## config.mk

```make
export PLATFORM = sky130hd
export DESIGN_NAME = tmr_cc_channel
export DESIGN_NICKNAME = d
export VERILOG_FILES = /design/src/rtl/tmr_cc_pkg.sv /design/src/rtl/tmr_cc_ctrl.sv /design/src/rtl/tmr_cc_dpath.sv /design/src/rtl/tmr_cc_channel.sv
export SDC_FILE = /design/constraint.sdc
export NUM_CORES = 1
export LEC_CHECK = 0
export CAP_MARGIN = 10
export CORE_MARGIN = 3
export CORE_UTILIZATION = 55
export CTS_BUF_LIST = sky130_fd_sc_hd__clkbuf_4 sky130_fd_sc_hd__clkbuf_8
export CTS_CLUSTER_DIAMETER = 100
export CTS_CLUSTER_SIZE = 24
export DETAILED_ROUTE_END_ITERATION = 8
export GPL_TIMING_DRIVEN = 1
export PLACE_DENSITY = 0.87
export SYNTH_ARGS = -nofsm -noshare
export SYNTH_HDL_FRONTEND = slang
export SYNTH_SLANG_ARGS = --single-unit
```

## constraint.sdc

```tcl
create_clock -name clk -period 5 [get_ports clk]
set_clock_uncertainty 0.05 [all_clocks]
set_input_delay 0.75 -clock clk [delete_from_list [all_inputs] [get_ports clk]]
set_output_delay 0.75 -clock clk [all_outputs]
set_load 0.05 [all_outputs]
```

## src/rtl/tmr_cc_pkg.sv

```systemverilog
package tmr_cc_pkg;

  typedef enum logic [2:0] {
    ACT_SET     = 3'd0,
    ACT_CLR     = 3'd1,
    ACT_TGL     = 3'd2,
    ACT_UP_SET  = 3'd3,
    ACT_UP_CLR  = 3'd4,
    ACT_REF_CLR = 3'd5,
    ACT_REF_SET = 3'd6,
    ACT_INIT    = 3'd7
  } cmpAct_e;

  typedef struct packed {
    logic lowWr;
    logic highNow;
    logic highLater;
    logic capLoad;
    logic outSet;
    logic outClr;
    logic outTgl;
  } ccStrobe_t;

  localparam logic [1:0] ADDR_CTRL = 2'd0;
  localparam logic [1:0] ADDR_LOW  = 2'd1;
  localparam logic [1:0] ADDR_HIGH = 2'd2;

  localparam int BIT_ALT  = 7;
  localparam int BIT_MASK = 6;
  localparam int BIT_ACT  = 3;
  localparam int BIT_MODE = 2;

endpackage

```

## src/rtl/tmr_cc_ctrl.sv

```systemverilog
module tmr_cc_ctrl
  import tmr_cc_pkg::*;
#(
  parameter int CNT_W       = 16,
  parameter int SYNC_STAGES = 2,
  localparam int BYTE_W     = CNT_W / 2
) (
  input  logic              clk,
  input  logic              rstN,
  input  logic              regWrEn,
  input  logic [1:0]        regAddr,
  input  logic [BYTE_W-1:0] regWrData,
  input  logic              capPin,
  input  logic              altCapIn,
  input  logic              cntDown,
  input  logic              upDownMode,
  input  logic              refMatch,
  input  logic              hitMatch,
  input  logic              cntZero,
  output ccStrobe_t         strobe,
  output logic [BYTE_W-1:0] ctrlReg,
  output logic              irqReq
);

  localparam logic [BYTE_W-1:0] CTRL_RST = BYTE_W'(1) << BIT_MASK;

  logic               modeCmp;
  logic [1:0]         edgeSel;
  cmpAct_e            action;
  logic               srcIn;
  logic [SYNC_STAGES:0] syncQ;
  logic               curLvl, prevLvl;
  logic               edgeHit, capEvent, cmpEvent;

  assign modeCmp = ctrlReg[BIT_MODE];
  assign edgeSel = ctrlReg[1:0];
  assign action  = cmpAct_e'(ctrlReg[BIT_ACT +: 3]);
  assign srcIn   = ctrlReg[BIT_ALT] ? altCapIn : capPin;

  // control byte
  always_ff @(posedge clk or negedge rstN) begin
    if (!rstN)
      ctrlReg <= CTRL_RST;
    else if (regWrEn && regAddr == ADDR_CTRL)
      ctrlReg <= regWrData;
  end

  // input synchroniser plus one previous sample for edge detection
  always_ff @(posedge clk or negedge rstN) begin
    if (!rstN) syncQ <= '0;
    else       syncQ <= {syncQ[SYNC_STAGES-1:0], srcIn};
  end

  assign curLvl   = syncQ[SYNC_STAGES-1];
  assign prevLvl  = syncQ[SYNC_STAGES];
  assign edgeHit  = (edgeSel[0] && curLvl && !prevLvl) ||
                    (edgeSel[1] && !curLvl && prevLvl);
  assign capEvent = !modeCmp && edgeHit;
  assign cmpEvent = modeCmp && hitMatch;

  always_comb begin
    strobe           = '0;
    strobe.lowWr     = regWrEn && regAddr == ADDR_LOW;
    strobe.highNow   = regWrEn && regAddr == ADDR_HIGH && !modeCmp;
    strobe.highLater = regWrEn && regAddr == ADDR_HIGH && modeCmp;
    strobe.capLoad   = capEvent;
    if (modeCmp) begin
      unique case (action)
        ACT_SET: strobe.outSet = hitMatch;
        ACT_CLR: strobe.outClr = hitMatch;
        ACT_TGL: strobe.outTgl = hitMatch;
        ACT_UP_SET: begin
          if (upDownMode) begin
            strobe.outSet = hitMatch && !cntDown;
            strobe.outClr = hitMatch && cntDown;
          end else begin
            strobe.outSet = hitMatch;
            strobe.outClr = !hitMatch && cntZero;
          end
        end
        ACT_UP_CLR: begin
          if (upDownMode) begin
            strobe.outClr = hitMatch && !cntDown;
            strobe.outSet = hitMatch && cntDown;
          end else begin
            strobe.outClr = hitMatch;
            strobe.outSet = !hitMatch && cntZero;
          end
        end
        ACT_REF_CLR: begin
          strobe.outSet = hitMatch;
          strobe.outClr = !hitMatch && refMatch;
        end
        ACT_REF_SET: begin
          strobe.outClr = hitMatch;
          strobe.outSet = !hitMatch && refMatch;
        end
        ACT_INIT: strobe.outClr = 1'b1;
        default: ;
      endcase
    end
  end

  always_ff @(posedge clk or negedge rstN) begin
    if (!rstN) irqReq <= 1'b0;
    else       irqReq <= ctrlReg[BIT_MASK] && (capEvent || cmpEvent);
  end

endmodule

```

## src/rtl/tmr_cc_dpath.sv

```systemverilog
module tmr_cc_dpath
  import tmr_cc_pkg::*;
#(
  parameter int CNT_W   = 16,
  localparam int BYTE_W = CNT_W / 2
) (
  input  logic              clk,
  input  logic              rstN,
  input  ccStrobe_t         strobe,
  input  logic [BYTE_W-1:0] wrByte,
  input  logic [CNT_W-1:0]  cntVal,
  output logic [CNT_W-1:0]  ccVal,
  output logic              hitMatch,
  output logic              cntZero,
  output logic              cmpOut
);

  logic [BYTE_W-1:0] lowBuf;
  logic [CNT_W-1:0]  pendVal;
  logic              pendValid;

  assign hitMatch = (cntVal == ccVal);
  assign cntZero  = (cntVal == '0);

  always_ff @(posedge clk or negedge rstN) begin
    if (!rstN) lowBuf <= '0;
    else if (strobe.lowWr) lowBuf <= wrByte;
  end

  always_ff @(posedge clk or negedge rstN) begin
    if (!rstN) begin
      ccVal     <= '0;
      pendVal   <= '0;
      pendValid <= 1'b0;
    end else begin
      if (strobe.highNow)
        ccVal <= {wrByte, lowBuf};
      else if (strobe.capLoad)
        ccVal <= cntVal;
      else if (pendValid && cntZero) begin
        ccVal     <= pendVal;
        pendValid <= 1'b0;
      end
      if (strobe.highLater) begin
        pendVal   <= {wrByte, lowBuf};
        pendValid <= 1'b1;
      end
    end
  end

  always_ff @(posedge clk or negedge rstN) begin
    if (!rstN)              cmpOut <= 1'b0;
    else if (strobe.outSet) cmpOut <= 1'b1;
    else if (strobe.outClr) cmpOut <= 1'b0;
    else if (strobe.outTgl) cmpOut <= !cmpOut;
  end

endmodule

```

## src/rtl/tmr_cc_channel.sv

```systemverilog
module tmr_cc_channel
  import tmr_cc_pkg::*;
#(
  parameter int CNT_W       = 16,
  parameter int SYNC_STAGES = 2,
  localparam int BYTE_W     = CNT_W / 2
) (
  input  logic              clk,
  input  logic              rstN,
  input  logic [CNT_W-1:0]  cntVal,
  input  logic              cntDown,
  input  logic              upDownMode,
  input  logic              refMatch,
  input  logic              capPin,
  input  logic              altCapIn,
  input  logic              regWrEn,
  input  logic [1:0]        regAddr,
  input  logic [BYTE_W-1:0] regWrData,
  output logic [BYTE_W-1:0] regRdData,
  output logic              cmpOut,
  output logic              irqReq
);

  ccStrobe_t         strobe;
  logic [BYTE_W-1:0] ctrlByte;
  logic [CNT_W-1:0]  ccActive;
  logic              hitMatch, cntZero;

  tmr_cc_ctrl #(.CNT_W(CNT_W), .SYNC_STAGES(SYNC_STAGES)) u_ctrl (
    .clk(clk), .rstN(rstN), .regWrEn(regWrEn), .regAddr(regAddr),
    .regWrData(regWrData), .capPin(capPin), .altCapIn(altCapIn),
    .cntDown(cntDown), .upDownMode(upDownMode), .refMatch(refMatch),
    .hitMatch(hitMatch), .cntZero(cntZero), .strobe(strobe),
    .ctrlReg(ctrlByte), .irqReq(irqReq)
  );

  tmr_cc_dpath #(.CNT_W(CNT_W)) u_dpath (
    .clk(clk), .rstN(rstN), .strobe(strobe), .wrByte(regWrData),
    .cntVal(cntVal), .ccVal(ccActive), .hitMatch(hitMatch),
    .cntZero(cntZero), .cmpOut(cmpOut)
  );

  always_comb begin
    unique case (regAddr)
      ADDR_CTRL: regRdData = ctrlByte;
      ADDR_LOW:  regRdData = ccActive[BYTE_W-1:0];
      ADDR_HIGH: regRdData = ccActive[CNT_W-1:BYTE_W];
      default:   regRdData = '0;
    endcase
  end

endmodule

```

==> results of run 1 <==
-- synth_stat cells, types with 2 or more instances --
library cell	instances
o21ai_0	12
nand3b_1	3
nand2_1	32
a21oi_1	22
nor3_1	3
nand4_1	5
xnor2_1	16
buf_6	2
nor2_1	17
clkbuf_1	7
o21ai_1	16
nor4_1	4
buf_2	3
dfrtp_1	53
o311ai_1	2
mux2_2	31
inv_1	2
nor2b_1	3
clkbuf_8	2
mux2i_1	24
-- final timing paths --
check	cells after the start	slack, ns	end
setup reg to reg	5	2.67	u_dpath.ccVal[7]
setup / recovery	5	1.11	regRdData[0]
max in group asynchronous	2	3.96	u_dpath.cmpOut
hold reg to reg	0	0.31	u_ctrl.syncQ[1]
hold / removal	0	0.31	u_ctrl.syncQ[1]
min in group asynchronous	2	0.49	u_dpath.lowBuf[0]
-- flip-flops by register name (all words and copies together), names as in the netlist --
name,cells
u_dpath.pendValid,1
u_dpath.lowBuf,8
u_dpath.ccVal,16
u_ctrl.syncQ,3
u_ctrl.ctrlReg,8
u_dpath.cmpOut,1
u_ctrl.irqReq,1
u_dpath.pendVal,16
-- routing by layer --
metal,track usage,routed length [µm]
met2,0.384,3400
met3,0.0378,348
met4,0.0542,63
met1,0.324,2920
met5,0,0
-- power groups by stage --
stage / logic, mW / registers, mW / clock network [mW]
floorplan: 0.427 / 0.689 / 0
global placement: 0.541 / 0.724 / 0
detailed placement: 0.566 / 0.728 / 0
CTS: 0.573 / 0.719 / 0.265
global route: 0.623 / 0.742 / 0.287
finish: 0.568 / 0.724 / 0.261
-- cells by family (layout without fill, tap and decap cells) --
group                  after synthesis  count (layout)  synth area share
XOR/XNOR                            16              16            0.0485
AO/OA/AOI/OAI                       59              59             0.117
AND/OR/NAND/NOR                     73              73             0.126
flip-flops                          54              54             0.468
multiplexers                        55              55             0.204
buffers and inverters               18              57            0.0368
-- critical path, delay by kind of cell --
| family | cells | cell delay (ns) |
|---|---|---|
| and+or+nand+nor | 2 | 0.65 |
| AOI/OAI and AO/OA | 1 | 0.11 |
| buffers and inverters | 2 | 1.58 |
-- layout make-up --
cell class	instances	area, µm²
fillers	370	1470
multi-input cells	203	1450
flip-flops and latches	54	1350
repair buffers	46	448
well taps	67	83.8
clock buffers	6	82.6
clock inverters	2	17.5
inverters	3	11.3
==> results.cfg, run 1 <==
[timing]
fmax_mhz = 257
setup_viol = 0
worst_slack_ns = 1.11
min_period_ns = 3.89
tns_ns = 0
fin_crit_sh = 0.778
max_slew_margin = 0.219
report.final.slew_viol_count = 0
timing.hold.ws_ns = 0.313
finalHoldViolCount = 0
worstMarginPinSlew_ns = 1.17
rsz0062_at_grt = no

[placed_design]
gp_congestion = 0.857
io_buffers = 43
place_area_mm2 = 0.00334
pre_cts_ws_ns = 1.13
dpl.cell_count = 373
dp_hpwl_mm = 4.90

[run_status]
outcome = finished clean

[pwr]
p_total_mw = 1.55
p_comb_frac = 0.366
p_int_mw = 0.968
power_density_mw_per_mm2 = 451
pwr-share-clk = 0.168
seqPwrFrac = 0.466
vdd_drop_max_uv = 233
leakagePower_nw = 1.39
p_sw_mw = 0.585
swShare = 0.377

[logic_synthesis]
synth_top_area_frac = 0.459
ys_types = 36
syn_area_mm2 = 0.00289
yosysTopAreaCell = dfrtp_1
syn_nets = 309
synth-seq-cells = 54
async_flop_share = 1.00
netlist_instances = 275
synthTopCellsByArea = dfrtp_1, mux2_2, mux2i_1
synth_seq_area_share = 0.468
syn_avg_cell_area_um2 = 10.5
synth-edff-count = 0
synth_top_flop_cell = dfrtp_1
yosysWarnings = 0

[min_path]
worstHoldPathType = reg -> reg
hold_start = u_ctrl.syncQ[0]

[detailed_routing]
totalWireLength_mm = 6.73
drc = 0
vias = 2248
wl_per_cell_um = 17.7
vias_per_cell = 5.90
first_pass_iters = 4
ant_nets = 0
drt_iter0_markers = 194

[worst_setup_path]
critPathArrivalTime_ns = 3.09
worstPathMaxFanout = 12
required_ns = 4.20
criticalPathCategory = in -> out
crit_chain = clkdlybuf4s50_1 > nor2b_1 > nand2_1 > o21ai_0 > clkdlybuf4s50_1
r2r-start = u_ctrl.ctrlReg[2]
cp_slowest_stage_delay_ns = 0.86
worstSetupStartpointType = primary input
crit_path_top_delay_cell = clkdlybuf4s50_1
path_common_cell = clkdlybuf4s50_1
startpoint = regAddr[1]
worstSetupEndpointType = primary output

[floorplanning]
initial_core_util = 0.589
dieArea_mm2 = 0.00616
fp-row-count = 25
die_x_um = 78.5
dieHeight_um = 78.5
core_area_mm2 = 0.00491
io_pins = 44

[clock_tree]
clk_latency_ns = 0.32
clk_path_buf_depth = 2
cts_root_buf = clkbuf_8
clock-sinks = 54
ctsResizeCount = 0
cts_max_level = 2
clk_pin_slew_worst_paths_ns = 0.09
cts_tree = yes
holdBufCountCts = 0
cts_buffers = 5
cts_setup_buffers = 0

[final_layout]
finalCoreUtilization = 0.701
nets = 347
fin_area_mm2 = 0.00344
most-common-layout-cells = dfrtp_1, clkdlybuf4s50_1, nand2_1
finalNonFillerCells = 381
diodes = 0
area_delta_synth_final_pct = 19.1
final_common_cell = dfrtp_1
drive_gt1_frac = 0.169

[global_routing]
track_usage = 0.233
grt_pass1_wl_mm = 11.1
antenna_found_initial = 0
grt-ovfl-total = 0
grt_pass1_vias = 2198
grt_max_degree = 55

[flow_run]
drv_cap = 0
Note: power is estimated with default switching activity, not from simulation.
==> run 2: changes to the inputs <==
Clock period 5 ns to 3.7 ns, I/O delays scaled along.
==> run 2 against run 1 <==
Net effect:
- register-to-register slack got worse by 0.93 ns
- combinational power rose by 34%
- cell area fell by 0.44%
- first-iteration DRC count rose by 20%
- largest cell class unchanged
- utilization fell by 0.31 points
==> results.cfg, run 2 (synthesized netlist as in run 1, its figures left out) <==
[detailed_routing]
ant_nets = 0
vias = 2217
first_pass_iters = 4
vias_per_cell = 5.80
drc = 0
drt_iter0_markers = 232
wl_per_cell_um = 17.5
totalWireLength_mm = 6.68

[clock_tree]
ctsResizeCount = 0
clock-sinks = 54
cts_max_level = 2
clk_latency_ns = 0.30
clk_path_buf_depth = 2
cts_buffers = 5
cts_setup_buffers = 0
holdBufCountCts = 0
cts_tree = yes
cts_root_buf = clkbuf_8
clk_pin_slew_worst_paths_ns = 0.09

[pwr]
vdd_drop_max_uv = 335
power_density_mw_per_mm2 = 611
seqPwrFrac = 0.470
pwr-share-clk = 0.166
leakagePower_nw = 1.41
p_comb_frac = 0.364
swShare = 0.372
p_sw_mw = 0.780
p_int_mw = 1.31

[final_layout]
most-common-layout-cells = dfrtp_1, clkdlybuf4s50_1, nand2_1
diodes = 0
area_delta_synth_final_pct = 18.6
finalCoreUtilization = 0.698
multi_input_area_mm2 = 0.00145
fin_area_mm2 = 0.00343
seq_area_mm2 = 0.00135
drive_gt1_frac = 0.197
fill_cells = 365
nets = 348
top_regs = u_dpath.ccVal (16), u_dpath.pendVal (16)
final_common_cell = dfrtp_1

[worst_setup_path]
critPathArrivalTime_ns = 2.31
required_ns = 3.09
criticalPathCategory = in -> out
worstSetupEndpointType = primary output
startpoint = regAddr[1]
worstSetupStartpointType = primary input
worstPathMaxFanout = 12
r2r-start = u_dpath.ccVal[9]

[global_routing]
track_usage = 0.226
grt_max_degree = 34
antenna_found_initial = 0
grt_pass1_wl_mm = 10.8
grt_pass1_vias = 2149
grt-ovfl-total = 0

[flow_run]
drv_cap = 0

[floorplanning]
fp-row-count = 25
core_area_mm2 = 0.00491
dieHeight_um = 78.5
initial_core_util = 0.589
dieArea_mm2 = 0.00616
io_pins = 44
die_x_um = 78.5

[timing]
rsz0062_at_grt = no
finalHoldViolCount = 0
fmax_mhz = 343
worstMarginPinSlew_ns = 0.763
min_period_ns = 2.92
report.final.slew_viol_count = 0
max_slew_margin = 0.490
setup_viol = 0
tns_ns = 0
timing.hold.ws_ns = 0.235
fin_crit_sh = 0.789
worst_slack_ns = 0.781

[placed_design]
pre_cts_ws_ns = 0.801
gp_congestion = 0.871
io_buffers = 43
place_area_mm2 = 0.00333
dp_hpwl_mm = 4.91

[min_path]
worstHoldPathType = in -> async

[run_status]
outcome = finished clean
run 2: changes by cell type in the layout (fill, tap and decap cells not counted):
cell	delta
clkbuf_4	+2
clkdlybuf4s50_1	-8
clkinv_4	-2
buf_4	+9
run 2: layout make-up:
class                           instances  share of cell area
Inverter                                3             0.00328
Multi-Input combinational cell        203               0.422
Sequential cell                        54               0.394
Clock buffer                            8              0.0285
Timing Repair Buffer                   47               0.127
Tap cell                               67              0.0244
run 2: layer usage:
layer	track usage	part of all wire	wire, µm	vias to the layer above
met5	0	0	0	-
met4	0.0699	0.012	82	0
met3	0.0436	0.068	451	10
met2	0.363	0.48	3220	71
met1	0.310	0.44	2920	1083
li1	-	-	-	1053
run 2: worst paths after layout:
kind	endpoint	depth (start not counted)	slack, ns
setup / recovery	regRdData[7]	5	0.78
hold / removal	u_dpath.pendVal[8]	1	0.23
setup reg to reg	u_dpath.cmpOut	5	1.74
hold reg to reg	u_ctrl.syncQ[1]	0	0.32
max in group asynchronous	u_ctrl.ctrlReg[6]	2	2.53
min in group clk	u_ctrl.syncQ[1]	0	0.32
run 2: power groups by stage:
stage               clock network [mW]  registers [mW]  logic [mW]
CTS                              0.353           0.977       0.765
finish                           0.347           0.985       0.762
detailed placement                   0           0.989       0.755
global placement                     0           0.977       0.728
floorplan                            0           0.931       0.577
global route                     0.377            1.00       0.836
run 2: worst max-delay path, stage by stage:
cell	delay, ns
clkdlybuf4s50_1	0.70
nor2b_1	0.58
nand2_1	0.10
o21ai_0	0.12
buf_4	0.25
run 2: stage by stage:
stage               total power, mW  cells
floorplan                      1.51    275
global placement               1.71    374
detailed placement             1.74    374
CTS                            2.09    382
global route                   2.22    382
finish                         2.09    382
==> run 3: changes to the inputs <==
Clock period 3.7 ns to 2.77 ns, I/O delays scaled along.
==> run 3 against run 2 <==
Net effect:
- hold slack got worse by 0.17 ns
- clock power increased by 32%
- power rose by 37%
- via count up 4.9%
- critical path type unchanged
- critical endpoint is now regRdData[6]
- highest routed layer unchanged
==> results.cfg, run 3 (synthesized netlist as in run 1, its figures left out) <==
[floorplanning]
die_x_um = 78.5
fp-row-count = 25
initial_core_util = 0.589
dieHeight_um = 78.5
dieArea_mm2 = 0.00616
core_area_mm2 = 0.00491
io_pins = 44

[pwr]
seqPwrFrac = 0.456
p_comb_frac = 0.385
p_int_mw = 1.83
p_sw_mw = 1.05
vdd_drop_max_uv = 524
p_total_mw = 2.88
pwr-share-clk = 0.159
power_density_mw_per_mm2 = 808
leakagePower_nw = 1.46
swShare = 0.365

[final_layout]
most-common-layout-cells = dfrtp_1, clkdlybuf4s50_1, nand2_1
finalNonFillerCells = 387
nets = 353
top_regs = u_dpath.ccVal (16), u_dpath.pendVal (16)
final_common_cell = dfrtp_1
fill_cells = 364
area_delta_synth_final_pct = 23.3
finalCoreUtilization = 0.726
drive_gt1_frac = 0.209
multi_input_area_mm2 = 0.00145
seq_area_mm2 = 0.00135
diodes = 0
fin_area_mm2 = 0.00356

[timing]
tns_ns = 0
timing.hold.ws_ns = 0.0628
finalHoldViolCount = 0
max_slew_margin = 0.581
min_period_ns = 2.55
rsz0062_at_grt = no
fmax_mhz = 392
report.final.slew_viol_count = 0
worst_slack_ns = 0.216
setup_viol = 0
fin_crit_sh = 0.922
worstMarginPinSlew_ns = 0.627

[worst_setup_path]
crit_path_top_delay_cell = clkdlybuf4s50_1
worstSetupStartpointType = primary input
criticalPathCategory = in -> out
required_ns = 2.30
critPathArrivalTime_ns = 2.09
worstPathMaxFanout = 9
crit_chain = clkdlybuf4s50_1 > nor2b_1 > nand2_1 > o21ai_0 > buf_12
worstSetupEndpointType = primary output
cp_slowest_stage_delay_ns = 0.60

[global_routing]
grt_max_degree = 33
grt_pass1_wl_mm = 11.3
track_usage = 0.237
grt_pass1_vias = 2359
antenna_found_initial = 0
grt-ovfl-total = 0

[clock_tree]
ctsResizeCount = 0
clk_latency_ns = 0.31
cts_tree = yes
cts_buffers = 5
cts_setup_buffers = 0
clk_path_buf_depth = 2
holdBufCountCts = 0
cts_max_level = 2
clk_pin_slew_worst_paths_ns = 0.09
cts_root_buf = clkbuf_8
clock-sinks = 54

[placed_design]
gp_congestion = 0.948
dp_hpwl_mm = 5.00
pre_cts_ws_ns = 0.249
io_buffers = 43
dpl.cell_count = 379
place_area_mm2 = 0.00347

[detailed_routing]
totalWireLength_mm = 6.63
first_pass_iters = 4
drt_iter0_markers = 173
wl_per_cell_um = 17.1
vias = 2325
ant_nets = 0
drc = 0
vias_per_cell = 6.01

[flow_run]
drv_cap = 0

[run_status]
outcome = finished clean

[min_path]
worstHoldPathType = in -> async
run 3: layout make-up:
| class | instances | area share |
|---|---|---|
| inverter | 3 | 0.00316 |
| clock buffer | 7 | 0.0253 |
| multi-input combinational | 203 | 0.406 |
| sequential | 54 | 0.379 |
| tap | 67 | 0.0235 |
| clock inverter | 1 | 0.00140 |
| timing repair buffer | 52 | 0.161 |
run 3: path summary, 6_finish.rpt:
check                           slack [ns]        startpoint           endpoint  depth (start not counted)
min in group clk                      0.32   u_ctrl.syncQ[0]    u_ctrl.syncQ[1]                          0
max in group asynchronous             1.95              rstN      u_ctrl.irqReq                          2
worst max register to register        0.82  u_dpath.ccVal[9]     u_dpath.cmpOut                          5
worst max-delay path                  0.22        regAddr[1]       regRdData[6]                          5
worst min-delay path                  0.06              rstN  u_dpath.lowBuf[1]                          1
worst min register to register        0.32   u_ctrl.syncQ[0]    u_ctrl.syncQ[1]                          0
run 3: per-layer routing:
metal | routed length [µm] | global-route usage | vias to the layer above | share of wire
li1 | - | - | 1064 | -
met1 | 2820 | 0.321 | 1146 | 0.43
met2 | 3210 | 0.379 | 98 | 0.48
met3 | 447 | 0.0436 | 17 | 0.067
met4 | 150 | 0.0874 | 0 | 0.023
met5 | 0 | 0 | - | 0
run 3: power groups by stage:
stage / Sequential [mW] / Combinational, mW / Clock (mW)
6_report: 1.31 / 1.11 / 0.457
5_1_grt: 1.34 / 1.22 / 0.501
4_1_cts: 1.30 / 1.12 / 0.461
3_5_place_dp: 1.32 / 1.11 / 0
3_3_place_gp: 1.31 / 1.08 / 0
2_1_floorplan: 1.24 / 0.770 / 0
run 3: critical path, delay by kind of cell:
kind | cells | cell delay [ns]
compound gates | 1 | 0.17
simple gates | 2 | 0.72
buf+inv | 2 | 0.78
